`src/rtl/illop_seq.sv`:
```
module illop_seq #(
  parameter int AW = 8,
  parameter int LCW = 8,
  parameter int IDLE_SLOTS = 3,
  parameter logic [AW-1:0] RESET_PC = '0,
  parameter logic [AW-1:0] VEC_IRQ = AW'('hE0),
  parameter logic [AW-1:0] VEC_ILL = AW'('hF0)
) (
  input  logic           clk,
  input  logic           rst,
  output logic [AW-1:0]  fetch_pc,
  input  logic           in_ill,
  input  logic           in_rep,
  input  logic           irq_req,
  input  logic           loop_go,
  input  logic [LCW-1:0] lc_init,
  input  logic [AW-1:0]  loop_start,
  input  logic [AW-1:0]  loop_end,
  output logic           f_valid,
  output logic [AW-1:0]  f_addr,
  output logic [1:0]     f_kind,
  output logic           d_valid,
  output logic [AW-1:0]  d_addr,
  output logic [1:0]     d_kind,
  output logic           e_valid,
  output logic [AW-1:0]  e_addr,
  output logic [1:0]     e_kind,
  output logic           e_nop,
  output logic           vec_fetch,
  output logic           ill_pending,
  output logic           push,
  output logic [AW-1:0]  push_addr,
  output logic [LCW-1:0] lc,
  output logic           loop_active
);

  localparam logic [1:0] K_PROG = 2'd0;
  localparam logic [1:0] K_IRQ  = 2'd1;
  localparam logic [1:0] K_ILL  = 2'd2;
  localparam int WCW = $clog2(IDLE_SLOTS + 1);

  typedef struct packed {
    logic          v;
    logic [AW-1:0] a;
    logic          ill;
    logic          rep;
    logic [1:0]    k;
  } stg_t;

  typedef enum logic [2:0] {S_BUB, S_SEQ, S_IV0, S_IV1, S_XV0, S_XV1} src_t;
  typedef enum logic [1:0] {X_IDLE, X_WAIT, X_V1} xst_t;

  stg_t fs, ds, es, fnext;
  logic           nop_q;
  logic [AW-1:0]  pc, irq_ret, ill_ret;
  logic           irq_st, busy, lact;
  logic [LCW-1:0] lc_q;
  logic [WCW-1:0] wcnt;
  xst_t           xst;
  src_t           src;

  wire ill_det   = ds.v & ds.ill & (ds.k != K_ILL);
  wire after_rep = es.v & es.rep & (es.k == K_PROG);
  wire irq_take  = irq_req & fs.v & (fs.k == K_PROG) & ~busy & ~irq_st
                   & ~(ds.v & ds.rep) & ~ill_det;
  wire lhit      = (src == S_SEQ) & lact & (pc == loop_end);
  wire lc_more   = lc_q > LCW'(1);

  always_comb begin
    src = S_SEQ;
    if (ill_det)                src = after_rep ? S_BUB : S_XV0;
    else if (xst == X_WAIT)     src = (wcnt == '0) ? S_XV0 : S_BUB;
    else if (xst == X_V1)       src = S_XV1;
    else if (irq_take)          src = S_IV0;
    else if (irq_st)            src = S_IV1;
  end

  always_comb begin
    case (src)
      S_IV0:   fetch_pc = VEC_IRQ;
      S_IV1:   fetch_pc = VEC_IRQ + AW'(1);
      S_XV0:   fetch_pc = VEC_ILL;
      S_XV1:   fetch_pc = VEC_ILL + AW'(1);
      default: fetch_pc = pc;
    endcase
  end

  always_comb begin
    fnext = '0;
    if (src != S_BUB) begin
      fnext.v   = 1'b1;
      fnext.a   = fetch_pc;
      fnext.ill = in_ill;
      fnext.rep = in_rep;
      case (src)
        S_IV0, S_IV1: fnext.k = K_IRQ;
        S_XV0, S_XV1: fnext.k = K_ILL;
        default:      fnext.k = K_PROG;
      endcase
    end
  end

  assign push = es.v & (es.k == K_ILL) & (es.a == VEC_ILL);

  always_ff @(posedge clk) begin
    if (rst) begin
      fs <= '0; ds <= '0; es <= '0; nop_q <= 1'b0;
    end else begin
      fs <= fnext;
      ds <= (ill_det | irq_take) ? '0 : fs;
      if (ill_det) begin
        es    <= after_rep ? '{v: 1'b1, a: ds.a, ill: ds.ill, rep: 1'b0, k: ds.k} : '0;
        nop_q <= after_rep;
      end else begin
        es    <= ds;
        nop_q <= 1'b0;
      end
    end
  end

  always_ff @(posedge clk) begin
    if (rst) begin
      pc <= RESET_PC;
    end else begin
      case (src)
        S_SEQ:   pc <= (lhit && lc_more) ? loop_start : pc + AW'(1);
        S_IV0:   pc <= fs.a;
        S_XV1:   pc <= VEC_ILL + AW'(2);
        default: pc <= pc;
      endcase
    end
  end

  always_ff @(posedge clk) begin
    if (rst) begin
      lc_q <= '0; lact <= 1'b0;
    end else if (loop_go) begin
      lc_q <= lc_init;
      lact <= (lc_init != '0);
    end else if (lhit) begin
      if (lc_more) lc_q <= lc_q - LCW'(1);
      else         lact <= 1'b0;
    end
  end

  always_ff @(posedge clk) begin
    if (rst) begin
      irq_st <= 1'b0; irq_ret <= '0;
    end else begin
      if (ill_det)            irq_st <= 1'b0;
      else if (src == S_IV0)  irq_st <= 1'b1;
      else if (src == S_IV1)  irq_st <= 1'b0;
      if (irq_take) irq_ret <= fs.a;
    end
  end

  always_ff @(posedge clk) begin
    if (rst) begin
      busy <= 1'b0; ill_ret <= '0; xst <= X_IDLE; wcnt <= '0;
    end else if (ill_det) begin
      busy <= 1'b1;
      if (ds.k == K_IRQ)  ill_ret <= irq_ret;
      else if (after_rep) ill_ret <= ds.a + AW'(2);
      else                ill_ret <= ds.a;
      xst  <= after_rep ? X_WAIT : X_V1;
      wcnt <= WCW'(IDLE_SLOTS);
    end else begin
      if (push) busy <= 1'b0;
      case (xst)
        X_WAIT:  if (wcnt == '0) xst <= X_V1; else wcnt <= wcnt - WCW'(1);
        X_V1:    xst <= X_IDLE;
        default: xst <= X_IDLE;
      endcase
    end
  end

  assign f_valid = fs.v;  assign f_addr = fs.a;  assign f_kind = fs.k;
  assign d_valid = ds.v;  assign d_addr = ds.a;  assign d_kind = ds.k;
  assign e_valid = es.v;  assign e_addr = es.a;  assign e_kind = es.k;
  assign e_nop = nop_q;
  assign vec_fetch = (src != S_BUB) && (src != S_SEQ);
  assign ill_pending = busy;
  assign push_addr = ill_ret;
  assign lc = lc_q;
  assign loop_active = lact;

  assert_push_pulse_R5: assert property (@(posedge clk) disable iff (rst)
    push |=> !push);
  assert_push_pending_R4: assert property (@(posedge clk) disable iff (rst)
    push |-> busy);
  assert_stage_flow_R2: assert property (@(posedge clk) disable iff (rst)
    (ds.v && !ill_det && !irq_take) |=> (es.v && es.a == $past(ds.a)));
  assert_lc_no_rise_R11: assert property (@(posedge clk) disable iff (rst)
    !loop_go |=> (lc_q <= $past(lc_q)));
  assert_lc_step_R8: assert property (@(posedge clk) disable iff (rst)
    !loop_go |=> (($past(lc_q) - lc_q) <= LCW'(1)));
  assert_irq_blocked_R10: assert property (@(posedge clk) disable iff (rst)
    busy |-> !(fs.v && fs.k == K_IRQ));
  assert_rep_bubble_R7: assert property (@(posedge clk) disable iff (rst)
    nop_q |-> (!ds.v && !fs.v));
  assert_no_exec_R4: assert property (@(posedge clk) disable iff (rst)
    (es.v && es.ill && es.k != K_ILL) |-> nop_q);

endmodule

```
`config.mk`:
```
export PLATFORM = sky130hd
export DESIGN_NAME = illop_seq
export DESIGN_NICKNAME = d
export VERILOG_FILES = /design/src/rtl/illop_seq.sv
export SDC_FILE = /design/constraint.sdc
export NUM_CORES = 1
export LEC_CHECK = 0
export ABC_AREA = 1
export BUFFER_PORTS_ARGS = -buffer_cell sky130_fd_sc_hd__buf_2
export CORE_MARGIN = 2
export CORE_UTILIZATION = 35
export CTS_CLUSTER_SIZE = 28
export DETAILED_ROUTE_END_ITERATION = 8
export HOLD_SLACK_MARGIN = 0.02
export MAX_ROUTING_LAYER = met4
export PLACE_DENSITY = 0.55
export SLEW_MARGIN = 0
export SYNTH_ARGS = -nofsm -noshare
export SYNTH_HDL_FRONTEND = slang
export SYNTH_SLANG_ARGS = --single-unit
```
`constraint.sdc`:
```
create_clock -name clk -period 1.7 [get_ports clk]
set_input_delay 0.255 -clock clk [delete_from_list [all_inputs] [get_ports clk]]
set_output_delay 0.255 -clock clk [all_outputs]
set_load 0.02 [all_outputs]
```
* Yosys cells after proc, flatten, opt, wreduce, memory -nomap -nowiden
Index checks and enable logic that the tools add are counted.
** Word-level totals
- Bits in latches :: 0
- Bits in registers :: 78
- Memory bits (writable) :: 0
- Bits in read-only memories :: 0
- Bits of input ports :: 30
- Output and inout port bits :: 62
- Memories :: 0
- Word-level logic and storage cells :: 121
** Cells by class
- Equality and inequality tests :: 16
- Divide/modulo/power cells :: 0
- $mul :: 0
- Bitwise gates (word level) :: 21
- Muxes and demuxes :: 33
- Reductions and logical operators :: 22
- $lt $le $gt $ge :: 1
- Shift operators :: 0
- Add/subtract/negate cells :: 4
** Operators by type and width (count)
- $mux W8 :: 6
- $mux W13 :: 3
- $pmux W8 S4 :: 1
- $pmux W8 S3 :: 1
- $mux W2 :: 9
- $and A1 B1 Y1 :: 15
- $mux W3 :: 5
- $reduce_or A2 Y1 :: 6
- $reduce_bool A2 Y1 :: 5
- $add A8 B1 Y8 const B :: 1
- $add A8 B2 Y8 const B :: 1
- $eq A8 B8 Y1 :: 1
- $eq A8 B8 Y1 const B :: 1
- $gt A8 B1 Y1 const B :: 1
- $reduce_bool A8 Y1 :: 1
- $sub A8 B1 Y8 const B :: 1
- $mux W1 :: 7
- $eq A3 B2 Y1 const B :: 2
- $eq A3 B3 Y1 const B :: 2
- $logic_not A2 Y1 :: 3
- $ne A2 B2 Y1 const B :: 3
- $reduce_and A2 Y1 :: 3
- $reduce_bool A3 Y1 :: 2
- $not A1 Y1 :: 5
- other kinds (9) :: 12

* Longest topological paths before layout
Gate-level depths: netlist (run 1).
- Word-level depth :: 16
- Depth in mapped cells :: 13
- Depth with buffers taken out :: 13

* Worst setup path after synthesis (run 1)
OpenSTA, ideal clock, no wires.
- Path kind :: reg2out
- Start point :: reg ds, in the netlist d_valid
- End point :: out fetch_pc[1]
- Buffers on the path :: 0
- Data required time :: 1445 ps
- Arrival :: 1612 ps
- Stages on the path, launching flop included :: 11
- Slack :: -167 ps
- Path through :: dfxtp_1 > nand2_1 > inv_2 > nand2_4 > nand3_2 > nand2_1 > nand2_2 > inv_1 > nor2_2 > inv_2 > nor2_1
** Between the ends
- Longest elaborated chain between the ends :: 10
- Elaborated cells on any way between the ends :: 16
- Classes of those cells :: eq/ne: 4; mux: 5; bitwise: 7
** RTL lines
- start, declared :: RTL line 53 : stg_t fs, ds, es, fnext;
- start signal, assigned :: RTL line 110 : ds <= (ill_det | irq_take) ? '0 : fs;
- $and A1 B1 Y1 (on tied branches) :: RTL line 65, 62
- $not A1 Y1 or $and A1 B1 Y1 (tied branches) :: RTL line 65, 62
- $and A1 B1 Y1 or $not A1 Y1 (tied branches)
- $and A1 B1 Y1 :: RTL line 65 : & ~(ds.v & ds.rep) & ~ill_det;
- $mux W2 :: RTL line 74 : else if (irq_take) src = S_IV0;
- $mux W3 :: RTL line 73 : else if (xst == X_V1) src = S_XV1;
- $mux W3 :: RTL line 72 : else if (xst == X_WAIT) src = (wcnt == '0) ? S_XV0 : S_BUB;
- $mux W3 (*) :: RTL line 71 : if (ill_det) src = after_rep ? S_BUB : S_XV0;
- $eq A3 B3 Y1 or $eq A3 B2 Y1 (tied branches) :: RTL line 79 : case (src)
- $pmux W8 S4 (*) :: RTL line 79
- end, declared :: RTL line 11 : output logic [AW-1:0] fetch_pc,
Every way passes the cells marked *; elsewhere a longest branch is shown, timed or not.

* Final worst setup path (run 1)
- Start point :: reg ds, in the netlist d_valid
- End point :: out fetch_pc[0]
Same word-level chain as after synthesis.

==> impl_metrics.py, run 1 <==
metrics = {
    "run_status": {
        "status": "complete, but fails checks",
        "violations": "negative setup slack",
    },
    "placed_design": {
        "hpwl_mm": 8.23,
        "globalplace.congestion": 0.927,
        "io_buffer_count": 91,
        "dpl_worst_slack_ns": -0.105,
        "place_area_sq_um": 4770,
        "placed_cells": 804,
    },
    "grt": {
        "antenna_found_initial": 0,
        "grt_max_degree": 24,
        "grt_use_met2_pct": 32.4,
        "grt_pass1_wl_mm": 17.6,
        "track_usage_pct": 19.2,
        "grt_overflow": 0,
        "met1_usage_pct": 23.5,
        "grt_util_met3_pct": 3.23,
        "top_usage_layer": "met2",
        "grt_pass1_vias": 3726,
    },
    "routing": {
        "dr.first_iter.drc_count": 149,
        "vias_per_cell": 4.61,
        "drtAntennaViolNets": 0,
        "remaining_drc_errors": 0,
        "avgRoutedWirePerCell_microns": 13.3,
        "vias": 3896,
        "drtPass1Iterations": 4,
        "wl_mm": 11.3,
    },
    "finish": {
        "layout.cells.non_filler": 846,
        "postLayoutCoreUtil_pct": 52.2,
        "layout_common_cells": "nand2_1, buf_2, inv_1",
        "nNetsFinal": 737,
        "fill_cells": 1081,
        "num_antenna_cells": 0,
        "final_common_cell": "nand2_1",
        "layout-drive-gt1-share_pct": 43.2,
        "final_cell_area_sq_um": 5710,
        "syn2layout_area_growth_pct": 44.5,
    },
    "sta": {
        "worst_pin_slew_ns": 0.406,
        "slew_headroom_pct": 72.9,
        "hold_viol_final": 0,
        "fmax_mhz": 504,
        "fin_worst_skew_ns": 0.00618,
        "finalCritPeriodShare_pct": 117,
        "fin_hold_ws_ns": 0.133,
        "tns_ns": -3.31,
        "rsz0062_at_grt": "yes",
        "setup-violations-final": 24,
        "maxSlewViolCount": 0,
        "layout_setup_ws_ns": -0.285,
        "period_minus_slack_ns": 1.98,
    },
    "clocking": {
        "cts-root-buf": "clkbuf_16",
        "cts_buffer_depth": 2,
        "cts_tree": "yes",
        "cts_made_buffers": 9,
        "cts_hold_buf": 0,
        "htreeDepth": 3,
        "clk_latency_ns": 0.34,
        "path_clk_slew_ns": 0.06,
        "cts_sinks": 78,
    },
    "critical_path": {
        "cp-end-kind": "output port",
        "crit_required_ns": 1.44,
        "critPathMaxFanout": 7,
        "rrSetupSlack_ns": -0.12,
        "cp.arrival_ns": 1.73,
        "startpoint_type": "flop",
        "crit_type": "reg2out",
    },
    "power": {
        "p_leak_nw": 2.76,
        "powerDensity_nw_per_um2": 961,
        "irDropWorstVdd_mv": 0.483,
        "p_total_mw": 5.49,
    },
    "synthesis": {
        "synth-seq-area-share_pct": 39.5,
        "ys_types": 39,
        "ys_async_sr_fraction_pct": 0,
        "synth-main-ff-cell": "dfxtp_1",
        "syn_area_sq_um": 3950,
        "postSynthCellCount": 556,
        "ys_warn_count": 0,
        "syn_nets": 592,
        "synth-edff-count": 0,
        "syn_avg_cell_area_sq_um": 7.11,
        "ys_ff_latch": 78,
    },
    "floorplanning": {
        "dieHeight_microns": 110,
        "row_count": 38,
        "die_area_sq_um": 12200,
        "core_area_sq_um": 10900,
        "die_x_microns": 110,
        "start_util_pct": 36.1,
        "pin_count": 92,
    },
    "min_path": {
        "min_path_type": "in2reg",
    },
    "flow_run": {
        "maxCapViolCount": 0,
    },
}
[metal layers]
| layer | part of all wire, % | wire length [microns] |
|---|---|---|
| met3 | 4.7 | 527 |
| met4 | 1.6 | 179 |
| met1 | 45 | 5050 |
| met2 | 49 | 5500 |
| met5 | 0 | 0 |
[worst max-delay path, cell delays in order, from the launching register on]
cell and delay [ns]:
dfxtp_2 0.35, nand2_2 0.05, inv_2 0.06, nand2_4 0.09, nand3_2 0.09, nand2_2 0.07, nand2_2 0.09, inv_2 0.06
nor2_4 0.17, inv_4 0.09, nand2_2 0.08, nand2_2 0.07, buf_6 0.13
[cells by family (layout without fill, tap and decap cells)]
family	Yosys count	count (layout)	synth area share [%]
fa+ha+maj	6	6	1.90
xor+xnor	16	16	3.55
mux	2	2	0.570
simple gates	243	244	27.5
compound gates	81	81	11.8
flops	78	78	39.5
buf+inv	130	279	15.2
[registers in the layout, summed over array words and instances (netlist names), 2 cells and up]
name       flops
d_addr         8
d_kind         2
ds             2
e_addr         8
e_kind         2
f_addr         8
f_kind         2
fs             2
irq_ret        8
lc             8
pc             8
push_addr      8
wcnt           2
xst            2
[where the power goes]
group,internal [mW],switching [mW]
Clock,1.15,0.791
Combinational,0.635,0.834
Sequential,1.96,0.112
[timing repair]
| item | 4_1_cts | 5_1_grt |
|---|---|---|
| buffers inserted | 12 | 13 |
| pin swaps | 13 | 16 |
| resized for setup | 71 | 57 |
| setup endpoints to repair | 26 | 36 |
| gates cloned | 1 | 0 |
[layout make-up]
| class | instances | area (sq um) | share of cell area (%) |
|---|---|---|---|
| multi-input combinational | 349 | 2100 | 36.9 |
| inverter | 90 | 353 | 6.18 |
| sequential | 78 | 1580 | 27.7 |
| clock inverter | 7 | 80.1 | 1.40 |
| tap | 140 | 175 | 3.07 |
| clock buffer | 9 | 225 | 3.94 |
| timing repair buffer | 173 | 1190 | 20.8 |
[worst paths after layout]
kind                            depth (start not counted)          end  startpoint
worst max-delay path                                   12  fetch_pc[0]     d_valid
worst min-delay path                                    3        fs[2]      in_rep
worst max register to register                         15        pc[1]     d_valid
worst min register to register                          2        ds[3]       fs[3]
[cells in the mapped netlist, types with 2 or more instances]
master / count / area share (%)
xnor2_1: 6 / 1.3
o21ai_0: 26 / 3.3
inv_1: 78 / 7.4
nand2_2: 4 / 0.63
and3_1: 2 / 0.32
clkbuf_1: 9 / 0.85
o211ai_1: 2 / 0.38
a32o_1: 3 / 0.76
xor2_1: 10 / 2.2
nand3_1: 31 / 3.9
nor2_1: 53 / 5.0
nand2_4: 3 / 0.85
a21oi_1: 32 / 4.1
o21ai_1: 4 / 0.51
mux2_2: 2 / 0.57
nor4_1: 3 / 0.48
nor3_1: 13 / 1.6
nand2_1: 119 / 11
nor2_2: 8 / 1.3
a31oi_1: 4 / 0.63
dfxtp_1: 78 / 40
a21oi_2: 3 / 0.67
a22o_1: 2 / 0.44
o21ai_2: 2 / 0.44
inv_2: 11 / 1.0
buf_4: 30 / 5.7
ha_1: 6 / 1.9
No activity file was read; power rests on OpenSTA's default activity.
==> run 2: changes to the inputs <==
--- a/config.mk
+++ b/config.mk
@@ -14,6 +14,7 @@
 export HOLD_SLACK_MARGIN = 0.02
 export MAX_ROUTING_LAYER = met4
 export PLACE_DENSITY = 0.55
+export SKIP_LAST_GASP = 1
 export SLEW_MARGIN = 0
 export SYNTH_ARGS = -nofsm -noshare
 export SYNTH_HDL_FRONTEND = slang
==> run 2 against run 1 <==
  * Cell count unchanged
  * The run still ends with negative setup slack left
  * Worst hold slack worse by 0.0018 ns
  * Sequential power about the same
  * Routed wire length about the same
==> impl_metrics.py, run 2 (synthesized netlist as in run 1, its figures left out) <==
metrics = {
    "run_status": {
        "status": "complete, but fails checks",
        "violations": "negative setup slack",
    },
    "grt": {
        "track_usage_pct": 19.2,
        "grt_pass1_wl_mm": 17.6,
        "grt_overflow": 0,
        "grt_max_degree": 24,
        "grt_pass1_vias": 3726,
        "met1_usage_pct": 23.5,
        "grt_util_met3_pct": 3.23,
        "top_usage_layer": "met2",
        "grt_use_met2_pct": 32.4,
        "antenna_found_initial": 0,
    },
    "clocking": {
        "cts_tree": "yes",
        "path_clk_slew_ns": 0.06,
        "cts_sinks": 78,
        "htreeDepth": 3,
        "cts_buffer_depth": 2,
        "cts_made_buffers": 9,
        "clk_latency_ns": 0.34,
        "cts-root-buf": "clkbuf_16",
    },
    "sta": {
        "hold_viol_final": 0,
        "fin_worst_skew_ns": 0.00661,
        "setup-violations-final": 23,
        "maxSlewViolCount": 0,
        "worst_pin_slew_ns": 0.409,
        "layout_setup_ws_ns": -0.292,
        "finalCritPeriodShare_pct": 117,
        "rsz0062_at_grt": "yes",
        "period_minus_slack_ns": 1.99,
        "fmax_mhz": 502,
        "fin_hold_ws_ns": 0.132,
        "slew_headroom_pct": 72.7,
    },
    "flow_run": {
        "maxCapViolCount": 0,
    },
    "critical_path": {
        "cp_common_cell": "nand2_2",
        "crit_required_ns": 1.44,
        "cp.arrival_ns": 1.74,
        "cp-end-kind": "output port",
        "slowest_stage": "dfxtp_2",
        "crit_type": "reg2out",
        "critPathMaxFanout": 7,
        "startpoint_type": "flop",
        "crit_path_max_incr_delay_ns": 0.35,
        "rrSetupSlack_ns": -0.12,
        "crit_chain": "nand2_2, inv_2, nand2_4, nand3_2, nand2_2, nand2_2, inv_2, nor2_4, inv_4, nand2_2, nand2_2, buf_6",
    },
    "power": {
        "irDropWorstVdd_mv": 0.485,
        "p_total_mw": 5.48,
        "p_leak_nw": 2.76,
        "powerDensity_nw_per_um2": 962,
    },
    "finish": {
        "postLayoutCoreUtil_pct": 52.1,
        "layout-drive-gt1-share_pct": 42.8,
        "layout.cells.non_filler": 846,
        "layout_common_cells": "nand2_1, buf_2, inv_1",
        "num_antenna_cells": 0,
        "final_common_cell": "nand2_1",
        "syn2layout_area_growth_pct": 44.1,
        "nNetsFinal": 737,
    },
    "routing": {
        "wl_mm": 11.3,
        "vias": 3892,
        "dr.first_iter.drc_count": 142,
        "remaining_drc_errors": 0,
        "drtAntennaViolNets": 0,
        "vias_per_cell": 4.60,
        "drtPass1Iterations": 4,
        "avgRoutedWirePerCell_microns": 13.3,
    },
    "floorplanning": {
        "core_area_sq_um": 10900,
        "die_x_microns": 110,
        "die_area_sq_um": 12200,
        "row_count": 38,
        "pin_count": 92,
        "start_util_pct": 36.1,
        "dieHeight_microns": 110,
    },
    "placed_design": {
        "hpwl_mm": 8.23,
        "globalplace.congestion": 0.927,
        "placed_cells": 804,
        "dpl_worst_slack_ns": -0.105,
        "io_buffer_count": 91,
    },
    "min_path": {
        "min_path_type": "in2reg",
    },
}
[run 2: cell counts in the layout (fill, tap and decap cells not counted)]
Identical to the previous run, type by type.
[run 2: worst max-delay path: cells and delay by family, from the launching register on]
family / cells / cell delay (ns)
DFF: 1 / 0.35
buffers and inverters: 4 / 0.34
and+or+nand+nor: 8 / 0.71
[run 2: final timing paths]
kind                   from  depth (start not counted)     endpoint
setup / recovery    d_valid                         12  fetch_pc[0]
hold / removal       in_rep                          3        fs[2]
setup reg to reg  d_kind[0]                         15        pc[1]
hold reg to reg       fs[3]                          2        ds[3]
[run 2: area by class of cell]
cell class                 instances  area [sq um]
clock inverter                     7          80.1
sequential                        78          1580
fill                            1082          5240
clock buffer                       9           225
inverter                          90           350
tap                              140           175
multi-input combinational        349          2090
timing repair buffer             173          1190
[run 2: per-stage QoR]
stage                     cell area (sq um)  TNS (ns)
after detailed placement               4770     -1.20
final                                  5700     -3.42
after CTS                              5400     -2.57
after floorplan                        3970         0
after global routing                   5700     -5.46
after global placement                 4770    -0.558
[run 2: repair_timing]
action,4_1_cts,5_1_grt
endpoints found under the setup margin,26,36
setup buffers,12,13
pin swaps,13,16
resized for setup,71,53
hold buffers,0,0
cloned,1,0
[run 2: routing by layer]
metal	vias up	routed length, microns
li1	2020	-
met1	1770	5060
met2	88	5530
met3	14	501
met4	0	165
met5	-	0
[run 2: report_power, final]
group / leakage (nW) / switching, mW / internal [mW]
Clock: 0.143 / 0.793 / 1.15
Sequential: 0.643 / 0.111 / 1.96
Combinational: 1.97 / 0.829 / 0.632
==> run 3: changes to the inputs <==
--- a/config.mk
+++ b/config.mk
@@ -14,6 +14,7 @@
 export HOLD_SLACK_MARGIN = 0.02
 export MAX_ROUTING_LAYER = met4
 export PLACE_DENSITY = 0.55
+export SKIP_CTS_REPAIR_TIMING = 1
 export SKIP_LAST_GASP = 1
 export SLEW_MARGIN = 0
 export SYNTH_ARGS = -nofsm -noshare
==> run 3 against run 2 <==
  * The run still ends with negative setup slack left
  * Sequential power barely moved
  * Setup slack improved by 0.022 ns
  * Clock power barely moved
  * Via count rose by 0.21%
  * Worst hold slack improved by 0.0030 ns
  * Critical path type unchanged
  * Critical endpoint unchanged
==> impl_metrics.py, run 3 (synthesized netlist as in run 1, its figures left out) <==
metrics = {
    "finish": {
        "final_common_cell": "nand2_1",
        "final_cell_area_sq_um": 5620,
        "nNetsFinal": 730,
        "layout_common_cells": "nand2_1, buf_2, inv_1",
        "multi_input_area_sq_um": 2090,
        "syn2layout_area_growth_pct": 42.1,
        "ff_latch_area_sq_um": 1580,
        "num_antenna_cells": 0,
        "layout-drive-gt1-share_pct": 41.2,
        "fill_cells": 1093,
    },
    "grt": {
        "grt_pass1_vias": 3592,
        "antenna_found_initial": 0,
        "grt_overflow": 0,
        "grt_max_degree": 24,
        "grt_pass1_wl_mm": 16.9,
        "track_usage_pct": 18.5,
    },
    "power": {
        "p_leak_nw": 2.72,
        "irDropWorstVdd_mv": 0.465,
        "powerDensity_nw_per_um2": 967,
        "p_total_mw": 5.43,
    },
    "clocking": {
        "cts_made_buffers": 9,
        "cts-root-buf": "clkbuf_16",
        "cts_buffer_depth": 2,
        "clk_latency_ns": 0.33,
        "htreeDepth": 3,
        "cts_tree": "yes",
        "cts_sinks": 78,
        "path_clk_slew_ns": 0.06,
    },
    "run_status": {
        "violations": "negative setup slack",
        "status": "complete, but fails checks",
    },
    "sta": {
        "slew_headroom_pct": 72.3,
        "hold_viol_final": 0,
        "fmax_mhz": 508,
        "rsz0062_at_grt": "yes",
        "maxSlewViolCount": 0,
        "worst_pin_slew_ns": 0.415,
        "finalCritPeriodShare_pct": 116,
        "layout_setup_ws_ns": -0.270,
        "setup-violations-final": 23,
        "period_minus_slack_ns": 1.97,
        "fin_worst_skew_ns": 0.00545,
    },
    "critical_path": {
        "crit_type": "reg2out",
        "rrSetupSlack_ns": -0.11,
        "cp-end-kind": "output port",
        "crit_required_ns": 1.44,
        "rr_worst_depth": 13,
        "timing.rr.start": "d_valid",
        "startpoint_type": "flop",
        "cp.arrival_ns": 1.72,
        "timing.rr.end": "pc[5]",
        "critPathMaxFanout": 7,
    },
    "placed_design": {
        "globalplace.congestion": 0.927,
        "dpl_worst_slack_ns": -0.105,
        "place_area_sq_um": 4770,
        "hpwl_mm": 8.23,
        "io_buffer_count": 91,
    },
    "floorplanning": {
        "pin_count": 92,
        "start_util_pct": 36.1,
        "core_area_sq_um": 10900,
        "die_area_sq_um": 12200,
        "row_count": 38,
        "die_x_microns": 110,
        "dieHeight_microns": 110,
    },
    "routing": {
        "remaining_drc_errors": 0,
        "vias_per_cell": 4.65,
        "wl_mm": 11.0,
        "drtPass1Iterations": 4,
        "vias": 3900,
        "drtAntennaViolNets": 0,
        "dr.first_iter.drc_count": 144,
        "avgRoutedWirePerCell_microns": 13.1,
    },
    "flow_run": {
        "maxCapViolCount": 0,
    },
    "min_path": {
        "min_path_type": "in2reg",
        "min_from": "in_rep",
        "hold_depth": 3,
        "min_to": "fs[2]",
    },
}
run 3: final cells by class:
cell class              count  share of cell area [%]
clock buffers               9                    4.01
clock inverters             7                    1.43
inverters                  90                    6.37
multi-input cells         349                    37.1
flip-flops and latches     78                    28.1
well taps                 140                    3.12
repair buffers            166                    19.8
run 3: how the worst max path moves through the flow:
| stage | slack (ns) | to | depth (start not counted) | start |
|---|---|---|---|---|
| after global placement | -0.05 | pc[5] | 11 | pc[1] |
| final | -0.27 | fetch_pc[0] | 12 | d_valid |
| after CTS | -0.44 | fetch_pc[0] | 11 | wcnt[0] |
| after global routing | -0.37 | fetch_pc[6] | 10 | xst[0] |
| after floorplan | 0.002 | fetch_pc[0] | 11 | d_valid |
| after detailed placement | -0.10 | pc[4] | 14 | wcnt[0] |
run 3: metrics by stage:
stage / cells / hold slack [ns] / util (%) / TNS (ns)
4_1_cts: 820 / 0.126 / 46.4 / -4.73
3_5_place_dp: 804 / 0.408 / 43.6 / -1.20
6_report: 839 / 0.135 / 51.4 / -3.10
5_1_grt: 839 / 0.158 / 51.4 / -5.66
3_3_place_gp: 804 / 0.403 / 43.6 / -0.558
2_1_floorplan: 556 / 0.367 / - / 0
run 3: worst max-delay path, stage by stage, from the launching register on:
cell and delay (ns):
dfxtp_2 0.34, nand2_2 0.06, inv_2 0.04, nand2_4 0.12, o21ai_4 0.09, nor2_4 0.15, nand2_4 0.08, inv_2 0.09
nor2_4 0.06, inv_4 0.09, nand2_2 0.06, nand2_2 0.08, buf_6 0.12
run 3: where the power goes:
group / internal [mW] / switching, mW / leakage, nW / total (mW)
Sequential: 1.96 / 0.108 / 0.641 / 2.07
Clock: 1.15 / 0.784 / 0.143 / 1.94
Combinational: 0.610 / 0.811 / 1.93 / 1.42
Total: 3.73 / 1.70 / 2.72 / 5.43
run 3: per-layer routing:
layer | up-vias | routed length [microns] | global-route usage [%]
met4 | 0 | 191 | 5.54
met2 | 92 | 5280 | 30.7
met3 | 13 | 473 | 3.12
li1 | 2008 | - | -
met5 | - | 0 | -
met1 | 1787 | 5050 | 23.2
